[src/rtl/bsched_pkg.sv]
package bsched_pkg;

  // Width of a thread number; at least one bit.
  function automatic int tid_width(input int n);
    return (n > 1) ? $clog2(n) : 1;
  endfunction

endpackage

[src/rtl/bsched_state_bank.sv]
module bsched_state_bank #(
  parameter int NT = 4,
  parameter int TW = 2
) (
  input  logic          clk,
  input  logic          rst,
  input  logic [NT-1:0] set_vec,
  input  logic          cmpl_valid,
  input  logic [TW-1:0] cmpl_tid,
  input  logic          hint_valid,
  input  logic [TW-1:0] hint_tid,
  output logic [NT-1:0] busy_q
);

  logic [NT-1:0] clr_vec;

  for (genvar i = 0; i < NT; i++) begin : g_thr
    assign clr_vec[i] = (cmpl_valid && cmpl_tid == TW'(i)) ||
                        (hint_valid && hint_tid == TW'(i));

    always_ff @(posedge clk) begin
      if (rst)             busy_q[i] <= 1'b0;
      else if (set_vec[i]) busy_q[i] <= 1'b1;
      else if (clr_vec[i]) busy_q[i] <= 1'b0;
    end
  end

  // completion frees the named thread unless it issues at that edge
  a_r3_cmpl_frees: assert property (@(posedge clk) disable iff (rst)
    (cmpl_valid && !set_vec[cmpl_tid]) |=> !busy_q[$past(cmpl_tid)]);

  // hint frees the named thread the same way
  a_r4_hint_frees: assert property (@(posedge clk) disable iff (rst)
    (hint_valid && !set_vec[hint_tid]) |=> !busy_q[$past(hint_tid)]);

  // an issue coinciding with a clear leaves the thread busy
  a_r8_issue_wins: assert property (@(posedge clk) disable iff (rst)
    ((set_vec & clr_vec) != '0) |=> ((busy_q & $past(set_vec)) == $past(set_vec)));

endmodule

[src/rtl/bsched_rr_pick.sv]
module bsched_rr_pick #(
  parameter int NT = 4,
  parameter int TW = 2
) (
  input  logic [NT-1:0] elig,
  input  logic [TW-1:0] ptr,
  output logic          any,
  output logic [TW-1:0] idx
);

  // Walk offsets from far to near so the nearest eligible thread wins.
  always_comb begin
    any = 1'b0;
    idx = '0;
    for (int k = NT - 1; k >= 0; k--) begin
      int c;
      c = int'(ptr) + k;
      if (c >= NT) c = c - NT;
      if (elig[c]) begin
        any = 1'b1;
        idx = TW'(c);
      end
    end
  end

endmodule

[src/rtl/bsched_barrel.sv]
module bsched_barrel #(
  parameter  int NUM_THREADS = 4,
  localparam int TID_W       = bsched_pkg::tid_width(NUM_THREADS)
) (
  input  logic                   clk,
  input  logic                   rst,
  input  logic [NUM_THREADS-1:0] thr_block,
  input  logic                   cmpl_valid,
  input  logic [TID_W-1:0]       cmpl_tid,
  input  logic                   hint_valid,
  input  logic [TID_W-1:0]       hint_tid,
  output logic                   issue_valid,
  output logic [TID_W-1:0]       issue_tid
);

  localparam int          NT   = NUM_THREADS;
  localparam int          TW   = TID_W;
  localparam logic [TW-1:0] LAST = TW'(NT - 1);

  logic [NT-1:0] busy_q;
  logic [NT-1:0] elig;
  logic [NT-1:0] set_vec;
  logic [TW-1:0] ptr_q;
  logic          pick_any;
  logic [TW-1:0] pick_idx;

  assign elig = ~busy_q & ~thr_block;

  bsched_rr_pick #(.NT(NT), .TW(TW)) u_pick (
    .elig (elig),
    .ptr  (ptr_q),
    .any  (pick_any),
    .idx  (pick_idx)
  );

  for (genvar i = 0; i < NT; i++) begin : g_set
    assign set_vec[i] = pick_any && (pick_idx == TW'(i));
  end

  bsched_state_bank #(.NT(NT), .TW(TW)) u_bank (
    .clk        (clk),
    .rst        (rst),
    .set_vec    (set_vec),
    .cmpl_valid (cmpl_valid),
    .cmpl_tid   (cmpl_tid),
    .hint_valid (hint_valid),
    .hint_tid   (hint_tid),
    .busy_q     (busy_q)
  );

  always_ff @(posedge clk) begin
    if (rst) begin
      ptr_q       <= '0;
      issue_valid <= 1'b0;
      issue_tid   <= '0;
    end else begin
      issue_valid <= pick_any;
      issue_tid   <= pick_any ? pick_idx : '0;
      if (pick_any) ptr_q <= (pick_idx == LAST) ? '0 : pick_idx + 1'b1;
    end
  end

  // the thread just reported as issued is now marked busy
  a_r2_issued_busy: assert property (@(posedge clk) disable iff (rst)
    issue_valid |-> busy_q[issue_tid]);

  // the issued thread was not blocked when it was chosen
  a_r5_not_blocked: assert property (@(posedge clk) disable iff (rst)
    issue_valid |-> (($past(thr_block) & (NT'(1) << issue_tid)) == '0));

  // no free thread means no issue
  a_r7_idle_when_none: assert property (@(posedge clk) disable iff (rst)
    (&($past(busy_q | thr_block))) |-> (!issue_valid && issue_tid == '0));

endmodule

[config.mk]
export PLATFORM = sky130hd
export DESIGN_NAME = bsched_barrel
export DESIGN_NICKNAME = d
export VERILOG_FILES = /design/src/rtl/bsched_pkg.sv /design/src/rtl/bsched_state_bank.sv /design/src/rtl/bsched_rr_pick.sv /design/src/rtl/bsched_barrel.sv
export SDC_FILE = /design/constraint.sdc
export NUM_CORES = 1
export LEC_CHECK = 0
export BUFFER_PORTS_ARGS = -buffer_cell sky130_fd_sc_hd__buf_2
export CAP_MARGIN = 0
export CELL_PAD_IN_SITES_DETAIL_PLACEMENT = 2
export CELL_PAD_IN_SITES_GLOBAL_PLACEMENT = 2
export CORE_ASPECT_RATIO = 1.25
export CORE_MARGIN = 4
export CORE_UTILIZATION = 28
export DETAILED_ROUTE_END_ITERATION = 6
export HOLD_SLACK_MARGIN = 0.1
export PLACE_DENSITY_LB_ADDON = 0.1
export SYNTH_ARGS = -nofsm -noshare
export SYNTH_HDL_FRONTEND = slang
export SYNTH_SLANG_ARGS = --single-unit
export TNS_END_PERCENT = 1
[constraint.sdc]
create_clock -name clk -period 2.55 [get_ports clk]
set_clock_uncertainty 0.15 [all_clocks]
set_input_delay 0.51 -clock clk [delete_from_list [all_inputs] [get_ports clk]]
set_output_delay 0.51 -clock clk [all_outputs]
set_load 0.02 [all_outputs]
# Yosys cells after proc, flatten, opt, wreduce, memory -nomap -nowiden
# Index checks and enable logic that the tools add are counted.
[word_totals]
register_bits = 9
latch_bits = 0
ram_bits = 0
romBits = 0
input_bits = 12
mem_count = 0
[op_classes]
addsub = 8
multipliers = 0
div_mod_pow = 0
magnitude_cmp = 8
eq_ne = 9
shift = 0
n_mux = 33
n_bitwise = 4
reduce_logical = 24
[ops]
columns = ["op", "count"]
rows = [
  ["$lt 32x4->1 const B", 4],
  ["$mux 32", 4],
  ["$ge 32x4->1 const B", 3],
  ["$sub 32x4->32 const B", 3],
  ["$mux 1", 20],
  ["$eq 2x2->1 const B", 6],
  ["$logic_and 1x1->1", 12],
  ["$mux 2", 5],
  ["$bmux 1 s2", 4],
  ["$not 4->4", 2],
  ["$reduce_bool 2->1", 4],
  ["$add 2x2->3 const B", 2],
  ["$eq 2x1->1 const B", 3],
  ["$logic_not 2->1", 3],
  ["$and 4x4->4", 1],
  ["$logic_or 1x1->1", 4],
  ["$sub 2x3->4 const B", 1],
  ["$add 2x1->3 const B", 1],
  ["$ge 2x3->1 const B", 1],
  ["$add 2x1->2 const B", 1],
  ["$reduce_or 2->1", 1],
  ["$not 1->1", 1],
]

# Logic depth before layout (Yosys ltp)
# Gate-level depths: netlist (run 1).
[depth]
depth_word = 13
depth_mapped = 7
ltp_nobuf = 7

# Hierarchy
# From an unflattened synthesis (run 1), not the netlist that was laid out.
[hier_totals]
cells_unflattened = 60
area_unflattened_um2 = 509.2
[by_module_without_submodules]
columns = ["module", "n_inst", "cells_each", "area_per_inst_um2", "seq_area_each_um2"]
rows = [
  ["bsched_barrel", 1, 27, 254.0, 100.1],
  ["bsched_state_bank", 1, 20, 177.7, 80.1],
  ["bsched_rr_pick", 1, 13, 77.6, 0.0],
]

# Least setup slack after synthesis (run 1)
# OpenSTA, ideal clock, no wires.
[synth_path]
kind = "input port to flip-flop"
start = "in thr_block[0]"
end = "reg ptr_q[0]"
setup_time_ns = 0.096
t_arrival_ns = 1.747
required_time_ns = 2.304
setup_slack_ns = 0.557
cell_stages = 6
path_buffers = 0
path_cell_list = "nor2_1 > a21oi_1 > o221ai_1 > inv_1 > ha_1 > o41ai_2"
[synth_between]
elab_chain_len = 11
elab_cells_between_ends = 25
classes_between = "add/sub: 1; eq/ne: 1; mux: 21; bitwise: 2"
[synth_lines]
columns = ["element", "line_no", "text"]
rows = [
  ["from (decl)", "bsched_barrel.sv:7", "input logic [NUM_THREADS-1:0] thr_block,"],
  ["$not 4->4 (*)", "bsched_barrel.sv:27", "assign elig = ~busy_q & ~thr_block;"],
  ["$and 4x4->4 (*)", "bsched_barrel.sv:27", ""],
  ["$bmux 1 s2", "bsched_rr_pick.sv:19", "if (elig[c]) begin"],
  ["$mux 1 (implied by the code) (2 in series)", "bsched_rr_pick.sv:19", ""],
  ["$mux 2 (3 in series)", "bsched_rr_pick.sv:19", ""],
  ["$mux 2 (*)", "bsched_rr_pick.sv:19", ""],
  ["via pick_idx[1]", "bsched_barrel.sv:25", "logic [TW-1:0] pick_idx;"],
  ["$eq 2x2->1 (*)", "bsched_barrel.sv:59", "if (pick_any) ptr_q <= (pick_idx == LAST) ? '0 : pick_idx + 1'b1;"],
  ["$mux 2 (*)", "bsched_barrel.sv:59", ""],
  ["to (signal assigned)", "bsched_barrel.sv:59", ""],
  ["to (decl)", "bsched_barrel.sv:23", "logic [TW-1:0] ptr_q;"],
]
# Mark *: on every way through the listed nets, which the timed path passes. The rest lies on a longest branch. The select of a mux whose other input is x is not followed.
# A chain may end at the register's enable or synchronous reset.

# Final worst setup path (run 1)
# Ends and elaborated chain as after synthesis.

==> impl_metrics.tcl, run 1 <==
set metrics [dict create \
    status "finished clean" \
    fp.dieH_um 57.2 \
    start_kind "input pin" \
    syn_area_um2 542 \
    cts_tree "yes" \
    slew_violations 0 \
    cp-end-kind "flip-flop" \
    hold_viol_final 0 \
    antenna_found_initial 0 \
    leakagePower_nw 0.293 \
    period_minus_slack_ns 1.99 \
    power_density_nw_per_um2 994 \
    path_clk_slew_ns 0.06 \
    tns_ns 0 \
    synth_most_common_cell "dfxtp_1" \
    final_core_util 0.364 \
    finalCritPeriodShare 0.779 \
    row_count 17 \
    routed_wl_um 1380 \
    required_ns 2.57 \
    grt_pass1_wl_um 2280 \
    tightest_slew_ns 0.400 \
    rsz0062_at_grt "false" \
    htree_levels 1 \
    drive_gt1_frac 0.329 \
    drtIter0Drc 4 \
    core_area_um2 1810 \
    clockRootBuffer "clkbuf_4" \
    syn_to_final_growth_pct 21.5 \
    path_class "in -> reg" \
    worstPathCellList "buf_2 -> nor2_1 -> a21oi_1 -> o221ai_1 -> inv_1 -> ha_1 -> o41ai_2" \
    gp_congestion 0.790 \
    crit_arrival_ns 2.01 \
    slew_headroom 0.734 \
    netlist_top_cells_count "dfxtp_1 (9), nor2_1 (5), ha_1 (4)" \
    fp.dieArea_um2 2710 \
    slowest_delay_ns 0.36 \
    viasPerCell 5.42 \
    antennaDiodeCount 0 \
    die_w_um 47.3 \
    clk_latency_ns 0.26 \
    synth_area_leaders "dfxtp_1 (33%), ha_1 (9.2%), nand3b_1 (4.2%), nor3b_1 (4.2%), a32o_1 (3.7%)" \
    synth_ff_type "dfxtp_1" \
    syn-instance-count 59 \
    max_freq_ghz 0.503 \
    overflow 0 \
    grt_pass1_vias 508 \
    yosys.area.top_type_share 0.333 \
    synth.distinct_cells 29 \
    post_cts_buffers 0 \
    avgSynthCellArea_um2 9.18 \
    critPathBufInv 2 \
    drv_cap 0 \
    n_fill_cell 215 \
    async_flop_share 0 \
    port_buffers 14 \
    io-pin-count 15 \
    cts_resized 0 \
    nets 93 \
    wl_per_cell_um 14.5 \
    ys_seq_area_frac 0.333 \
    yosys.area.top_type "dfxtp_1" \
    cts_made_buffers 3 \
    hpwl_um 1130 \
    num_vias 515 \
    firstDrtPassIters 2 \
    setup_viol_count_final 0 \
    cp_top_family "compound AO/OA/AOI/OAI gates" \
    cts.sinks 9 \
    gr-usage-all-layers 0.123 \
    antenna_left 0 \
    hold_path_class "reg -> reg" \
    synth-seq-cells 9 \
    path_max_fanout 4 \
    syn_nets 75 \
    clock_path_buffers 2 \
    holdBufCountCts 0 \
    crit_path_top_delay_cell "o221ai_1" \
    grt_max_degree 11 \
    vdd.ir_drop.worst_mv 0.415 \
    synth_edf_count 0 \
    start_util 0.300 \
    post-route-drc-count 0 \
    ys.warnings.count 0 \
]
-- placed cells by master (no fill, tap or decap), types with 3 or more instances in the layout --
cell	count
buf_2	14
nand2_1	3
nor3_1	3
nand3b_1	3
nor2_1	5
nor3b_1	3
clkbuf_4	3
dfxtp_1	9
ha_1	4
-- through the flow --
stage / cell area (um^2) / hold slack [ns] / setup WS [ns] / instances / total power (W)
final: 658 / 0.409 / 0.563 / 95 / 0.000654
after global routing: 658 / 0.436 / 0.349 / 95 / 0.000723
after CTS: 658 / 0.418 / 0.531 / 95 / 0.000671
after detailed placement: 632 / 0.407 / 0.263 / 91 / 0.000557
after global placement: 632 / 0.395 / 0.361 / 91 / 0.000555
after floorplan: 542 / 0.359 / 0.557 / 59 / 0.000465
-- logic make-up (layout without fill, tap and decap cells) --
kind of cell | Yosys count | after routing | synth area share
buffers and inverters | 4 | 21 | 0.0277
AND/OR/NAND/NOR | 27 | 27 | 0.307
multiplexers | 1 | 1 | 0.0185
AO/OA/AOI/OAI | 14 | 14 | 0.222
adder cells (fa/ha/maj) | 4 | 4 | 0.0924
flip-flops | 9 | 9 | 0.333
-- layout make-up --
class | instances | area [um^2] | area share
clock buffers | 4 | 26.3 | 0.0399
inverters | 3 | 11.3 | 0.0171
multi-input cells | 46 | 347 | 0.527
flip-flops and latches | 9 | 180 | 0.274
well taps | 19 | 23.8 | 0.0361
repair buffers | 14 | 70.1 | 0.106
-- where the power goes --
group / total, W / internal [W] / leakage (nW) / switching (W)
logic: 0.000304 / 0.000136 / 0.204 / 0.000168
clock network: 0.000108 / 0.0000602 / 0.0150 / 0.0000476
registers: 0.000242 / 0.000195 / 0.0746 / 0.0000470
-- sequential cells by signal (all words and copies together) (netlist names) --
register and cells:
issue_tid 2, ptr_q 2, u_bank.busy_q 4, issue_valid 1
-- worst reg2reg max path, delay by kind of cell (launching register included) --
family	cells	cell delay, ns
AO/OA/AOI/OAI	3	0.78
flip-flops	1	0.33
buffers and inverters	1	0.12
AND/OR/NAND/NOR	1	0.27
adder cells (fa/ha/maj)	1	0.25
-- worst paths after layout --
path / depth (start not counted) / startpoint / endpoint / slack [ns]
max reg2reg: 6 / u_bank.busy_q[0]$_SDFFE_PP0P_ / ptr_q[0]$_SDFFE_PP0P_ / 0.57
min: 2 / ptr_q[0]$_SDFFE_PP0P_ / ptr_q[0]$_SDFFE_PP0P_ / 0.41
max: 7 / thr_block[0] / ptr_q[0]$_SDFFE_PP0P_ / 0.56
min reg2reg: 2 / ptr_q[0]$_SDFFE_PP0P_ / ptr_q[0]$_SDFFE_PP0P_ / 0.41
-- per-layer routing --
layer | GRT usage | vias up | part of all wire
met5 | 0 | - | 0
met4 | 0.0949 | 0 | 0.035
met3 | 0.0315 | 5 | 0.046
met2 | 0.186 | 12 | 0.50
met1 | 0.141 | 244 | 0.42
li1 | - | 254 | -
Power figures use the tool's default switching activity.
==> run 2, diff against run 1 <==
Settings changed: ABC_AREA set to 1, CORE_UTILIZATION 28 to 24.
Clock period 2.55 ns to 1.67 ns, I/O delays scaled along.
==> run 2 against run 1 <==
  * The flow now finishes with violations (negative setup slack)
  * Die area increased by 35%
  * Flip-flop and latch count unchanged
  * Register-to-register slack got worse by 0.69 ns
  * Final area increased by 86%
  * Final cell count increased by 80%
  * Setup slack got worse by 0.69 ns
==> impl_metrics.tcl, run 2 <==
set metrics [dict create \
    path_class "reg -> reg" \
    ys_seq_area_frac 0.272 \
    worstHoldStart "rst" \
    routed_wl_um 2700 \
    ys.warnings.count 0 \
    seq_area_um2 189 \
    worstPathCellList "inv_12 -> nand2_4 -> nand2_4 -> nand3_2 -> nand2_2 -> o21ai_2 -> nand2_2 -> nand2_4 -> inv_4 -> ha_4 -> nand2_2 -> o21ai_1" \
    synth-seq-cells 9 \
    gp_congestion 0.703 \
    holdBufCountCts 0 \
    fp.dieArea_um2 3670 \
    fp.dieH_um 66.7 \
    num_vias 799 \
    netlist_top_cells_count "nand2_1 (31), nand3_1 (16), dfxtp_1 (9)" \
    post-route-drc-count 0 \
    max_flop_register "u_bank.busy_q" \
    nets 154 \
    drv_cap 0 \
    hold_viol_final 0 \
    synth_ff_type "dfxtp_1" \
    io-pin-count 15 \
    total_power_w 0.00278 \
    start_util 0.249 \
    clock_path_buffers 2 \
    async_flop_share 0 \
    path_max_fanout 8 \
    power_density_nw_per_um2 2280 \
    hold_path_class "in -> reg" \
    synth_edf_count 0 \
    viasPerCell 4.67 \
    gr-usage-all-layers 0.151 \
    cts.sinks 9 \
    clockRootBuffer "clkbuf_4" \
    htree_levels 1 \
    drive_gt1_frac 0.715 \
    vdd.ir_drop.worst_mv 0.947 \
    violations "negative setup slack" \
    port_buffers 14 \
    grt_pass1_vias 887 \
    yosys.area.top_type_share 0.272 \
    synth.distinct_cells 18 \
    critPathBufInv 2 \
    yosys.area.top_type "dfxtp_1" \
    syn_nets 118 \
    leakagePower_nw 0.594 \
    synth_area_leaders "dfxtp_1 (27%), nand2_1 (18%), nand3_1 (12%), ha_1 (7.6%), nand2_2 (7.6%)" \
    avgSynthCellArea_um2 6.49 \
    slowest_delay_ns 0.47 \
    status "finished, violations left" \
    slew_headroom 0.815 \
    syn-instance-count 102 \
    multiInputGateArea_um2 688 \
    path_clk_slew_ns 0.06 \
    whs_ns 0.157 \
    tightest_slew_ns 0.275 \
    crit_arrival_ns 1.81 \
    r2r_start "ptr_q[0]$_SDFFE_PP0P_" \
    crit_path_top_delay_cell "dfxtp_4" \
    antenna_found_initial 0 \
    cp_top_family "simple AND/OR/NAND/NOR gates" \
    synth_most_common_cell "nand2_1" \
    max_freq_ghz 0.558 \
    largest_reg_flops 4 \
    grt_pass1_wl_um 3830 \
    row_count 21 \
    worst_slack_ns -0.123 \
    wl_per_cell_um 15.8 \
    slew_violations 0 \
    cts_tree "yes" \
    cp-end-kind "flip-flop" \
    hpwl_um 1710 \
    clk_latency_ns 0.27 \
    layout_commonest_cell "nand2_4" \
    rsz0062_at_grt "true" \
    firstDrtPassIters 4 \
    drtIter0Drc 4 \
    antenna_left 0 \
    period_minus_slack_ns 1.79 \
    finalCritPeriodShare 1.07 \
    cts_made_buffers 3 \
    syn_area_um2 662 \
    syn_to_final_growth_pct 84.7 \
    antennaDiodeCount 0 \
    overflow 0 \
    required_ns 1.68 \
    layout_common_cells "nand2_4 (21), buf_4 (18), buf_2 (14), nand2_2 (13), nand3_1 (12)" \
    setup_viol_count_final 8 \
    reg.largest.list "u_bank.busy_q (4), issue_tid (2), ptr_q (2)" \
    final_core_util 0.461 \
    grt_max_degree 9 \
    crit_start "ptr_q[0]$_SDFFE_PP0P_" \
    n_fill_cell 313 \
    core_area_um2 2650 \
    start_kind "flip-flop" \
    die_w_um 55.0 \
]
## run 2: cell count changes after synthesis, sizes merged, moves of 3 or more
cell and change:
nand2 +37, nand3 +15, inv +10, o21ai +6
nor3 -5, nand3b -3, nor3b -3
## run 2: worst paths after layout
kind / to / slack (ns) / depth (start not counted)
setup reg to reg: u_bank.busy_q[0]$_SDFFE_PP0P_ / -0.12 / 12
setup / recovery: u_bank.busy_q[0]$_SDFFE_PP0P_ / -0.12 / 12
hold reg to reg: u_bank.busy_q[0]$_SDFFE_PP0P_ / 0.37 / 2
hold / removal: u_bank.busy_q[0]$_SDFFE_PP0P_ / 0.16 / 2
## run 2: cells by family (layout without fill, tap and decap cells)
logic type	Yosys count	after routing	share of synthesized area
and+or+nand+nor	66	66	0.482
buffers and inverters	14	49	0.102
AOI/OAI and AO/OA	9	9	0.0680
DFF	9	9	0.272
adders and majority gates	4	4	0.0756
## run 2: metal layers
metal / share of wire / track usage
met3: 0.020 / 0.0201
met1: 0.33 / 0.135
met2: 0.63 / 0.302
met5: 0 / 0
met4: 0.020 / 0.0821
## run 2: final cells by class
cell class,count,share of cell area
well taps,34,0.0348
flip-flops and latches,9,0.155
multi-input cells,79,0.563
clock buffers,4,0.0215
inverters,13,0.0583
repair buffers,32,0.168
## run 2: power breakdown
part | total, W | internal (W) | switching (W)
clock | 0.000177 | 0.0000926 | 0.0000848
combinational | 0.00218 | 0.000973 | 0.00120
sequential | 0.000429 | 0.000308 | 0.000121
total | 0.00278 | 0.00137 | 0.00141
## run 2: what timing repair did
item                                   CTS  global route
setup endpoints to repair                7             9
resized for setup                       35            50
gates cloned                             0             0
setup buffers                            6             5
endpoints found under the hold margin    0             0
pin swaps                               23            28
## run 2: stage by stage
| stage | setup slack, ns | instances | area (um^2) | setup TNS, ns |
|---|---|---|---|---|
| floorplan | 0.0386 | 102 | 662 | 0 |
| global placement | -0.221 | 157 | 836 | -1.06 |
| detailed placement | -0.275 | 157 | 836 | -1.46 |
| CTS | -0.110 | 167 | 1020 | -0.509 |
| global route | -0.225 | 171 | 1220 | -1.55 |
| finish | -0.123 | 171 | 1220 | -0.748 |
==> run 3, diff against run 2 <==
Settings changed: CORE_ASPECT_RATIO 1.25 to 0.8.
==> run 3 against run 2 <==
  * Clock power increased by 8%
  * Highest routed layer unchanged
  * First-iteration DRC count increased to 6.3 times the previous value
  * Die area stayed put
  * Combinational power is 8% lower
  * Flip-flop and latch count stayed put
  * Critical path depth shrank 1
  * Sequential share of layout area rose by 1.4 points
  * Wire length grew 7.0%
  * Worst hold slack lost 0.033 ns
  * The run still ends with negative setup slack left
  * Largest cell class unchanged
  * Power decreased by 5.7%
  * Clock-buffer cell count stayed put
  * Critical endpoint is now u_bank.busy_q[3]$_SDFFE_PP0P_
==> impl_metrics.tcl, run 3 (synthesized netlist as in run 2, its figures left out) <==
set metrics [dict create \
    grt_max_degree 9 \
    worstPathCellList "inv_8 -> nand2_2 -> nand2_2 -> nand2_2 -> nand2_4 -> buf_4 -> nor2_4 -> nand3_4 -> nand2_4 -> buf_4 -> o21ai_1" \
    top_layer "met4" \
    drtIter0Drc 25 \
    largest_reg_flops 4 \
    start_util 0.260 \
    power_density_nw_per_um2 2300 \
    period_minus_slack_ns 1.79 \
    grt_pass1_vias 855 \
    firstDrtPassIters 2 \
    holdBufCountCts 0 \
    overflow 0 \
    reg2reg_depth 11 \
    hold_path_depth 2 \
    crit_top_cell "nand2_2" \
    antenna_left 0 \
    row_count 16 \
    start_kind "flip-flop" \
    fp.dieArea_um2 3670 \
    reg.largest.list "u_bank.busy_q (4), issue_tid (2), ptr_q (2)" \
    worst_slack_ns -0.122 \
    io-pin-count 15 \
    die_w_um 66.7 \
    violations "negative setup slack" \
    cts_tree "yes" \
    max_freq_ghz 0.558 \
    route.met2.wl_um 1490 \
    crit_arrival_ns 1.80 \
    drv_cap 0 \
    drt-met1-wl_um 1250 \
    wl_per_cell_um 16.7 \
    layout_common_cells "nand2_2 (18), buf_4 (18), buf_2 (14), nand2_4 (13), nand3_1 (13)" \
    finalCritPeriodShare 1.07 \
    crit_path_top_delay_cell "dfxtp_4" \
    fp.dieH_um 55.0 \
    cts_made_buffers 3 \
    setup_viol_count_final 7 \
    rsz0062_at_grt "true" \
    routed_wl_um 2890 \
    nets 154 \
    clock_path_buffers 2 \
    gp_congestion 0.764 \
    post-route-drc-count 0 \
    path_class "reg -> reg" \
    grt_pass1_wl_um 4110 \
    seq_area_um2 193 \
    drive_gt1_frac 0.693 \
    slew_violations 0 \
    num_vias 800 \
    clockRootBuffer "clkbuf_4" \
    max_flop_register "u_bank.busy_q" \
    tightest_slew_ns 0.215 \
    tns_ns -0.707 \
    path_max_fanout 8 \
    dp.cells 158 \
    htree_levels 1 \
    total_power_w 0.00262 \
    cp-end-kind "flip-flop" \
    vdd.ir_drop.worst_mv 0.931 \
    core_area_um2 2540 \
    clk_latency_ns 0.28 \
    hpwl_um 1770 \
    fin_cells 173 \
    port_buffers 14 \
    n_fill_cell 301 \
    required_ns 1.68 \
    slowest_delay_ns 0.44 \
    antennaDiodeCount 0 \
    syn_to_final_growth_pct 72.6 \
    status "finished, violations left" \
    viasPerCell 4.62 \
    hold_path_class "in -> reg" \
    antenna_found_initial 0 \
    leakagePower_nw 0.548 \
    wl_met3_um 98 \
    hold_viol_final 0 \
    cts.sinks 9 \
    slew_headroom 0.857 \
    path_clk_slew_ns 0.08 \
    multiInputGateArea_um2 604 \
    gr-usage-all-layers 0.158 \
]
-- run 3: cell counts in the layout (fill, tap and decap cells not counted) --
Identical to the previous run, type by type.
-- run 3: final timing paths --
| path | start | end | slack [ns] |
|---|---|---|---|
| setup / recovery | ptr_q[0]$_SDFFE_PP0P_ | u_bank.busy_q[3]$_SDFFE_PP0P_ | -0.12 |
| hold / removal | rst | u_bank.busy_q[0]$_SDFFE_PP0P_ | 0.12 |
| setup reg to reg | ptr_q[0]$_SDFFE_PP0P_ | u_bank.busy_q[3]$_SDFFE_PP0P_ | -0.12 |
| hold reg to reg | u_bank.busy_q[0]$_SDFFE_PP0P_ | u_bank.busy_q[0]$_SDFFE_PP0P_ | 0.38 |
-- run 3: metal layers --
layer | global-route usage | vias to the layer above
li1 | - | 393
met1 | 0.186 | 386
met2 | 0.299 | 14
met4 | 0.0507 | 0
met5 | 0 | -
met3 | 0.0242 | 7
-- run 3: repair_timing --
item	CTS	global route
setup endpoints to repair	7	9
buffers inserted	6	6
pin swaps	24	16
resized for setup	54	17
-- run 3: critical path, delay by kind of cell, from the launching register on --
| family | cells | cell delay, ns |
|---|---|---|
| AOI/OAI and AO/OA | 1 | 0.06 |
| DFF | 1 | 0.44 |
| and+or+nand+nor | 7 | 0.69 |
| buffers and inverters | 3 | 0.32 |
-- run 3: layout make-up --
type,instances,share of cell area
repair buffers,32,0.180
well taps,36,0.0394
inverters,13,0.0602
multi-input cells,79,0.529
flip-flops and latches,9,0.169
clock buffers,4,0.0230
-- run 3: power by group --
| group | internal [W] | switching [W] | total [W] |
|---|---|---|---|
| logic | 0.000887 | 0.00112 | 0.00201 |
| clock network | 0.0000927 | 0.0000984 | 0.000191 |
| registers | 0.000313 | 0.000109 | 0.000422 |
-- run 3: per-stage QoR --
| stage | area [um^2] | hold WS (ns) | utilization | setup WS, ns |
|---|---|---|---|---|
| 2_1_floorplan | 662 | 0.280 | - | 0.0386 |
| 3_3_place_gp | 831 | 0.340 | 0.327 | -0.214 |
| 3_5_place_dp | 831 | 0.355 | 0.327 | -0.297 |
| 4_1_cts | 1030 | 0.127 | 0.406 | -0.0567 |
| 5_1_grt | 1140 | 0.129 | 0.449 | -0.200 |
| 6_report | 1140 | 0.124 | 0.449 | -0.122 |
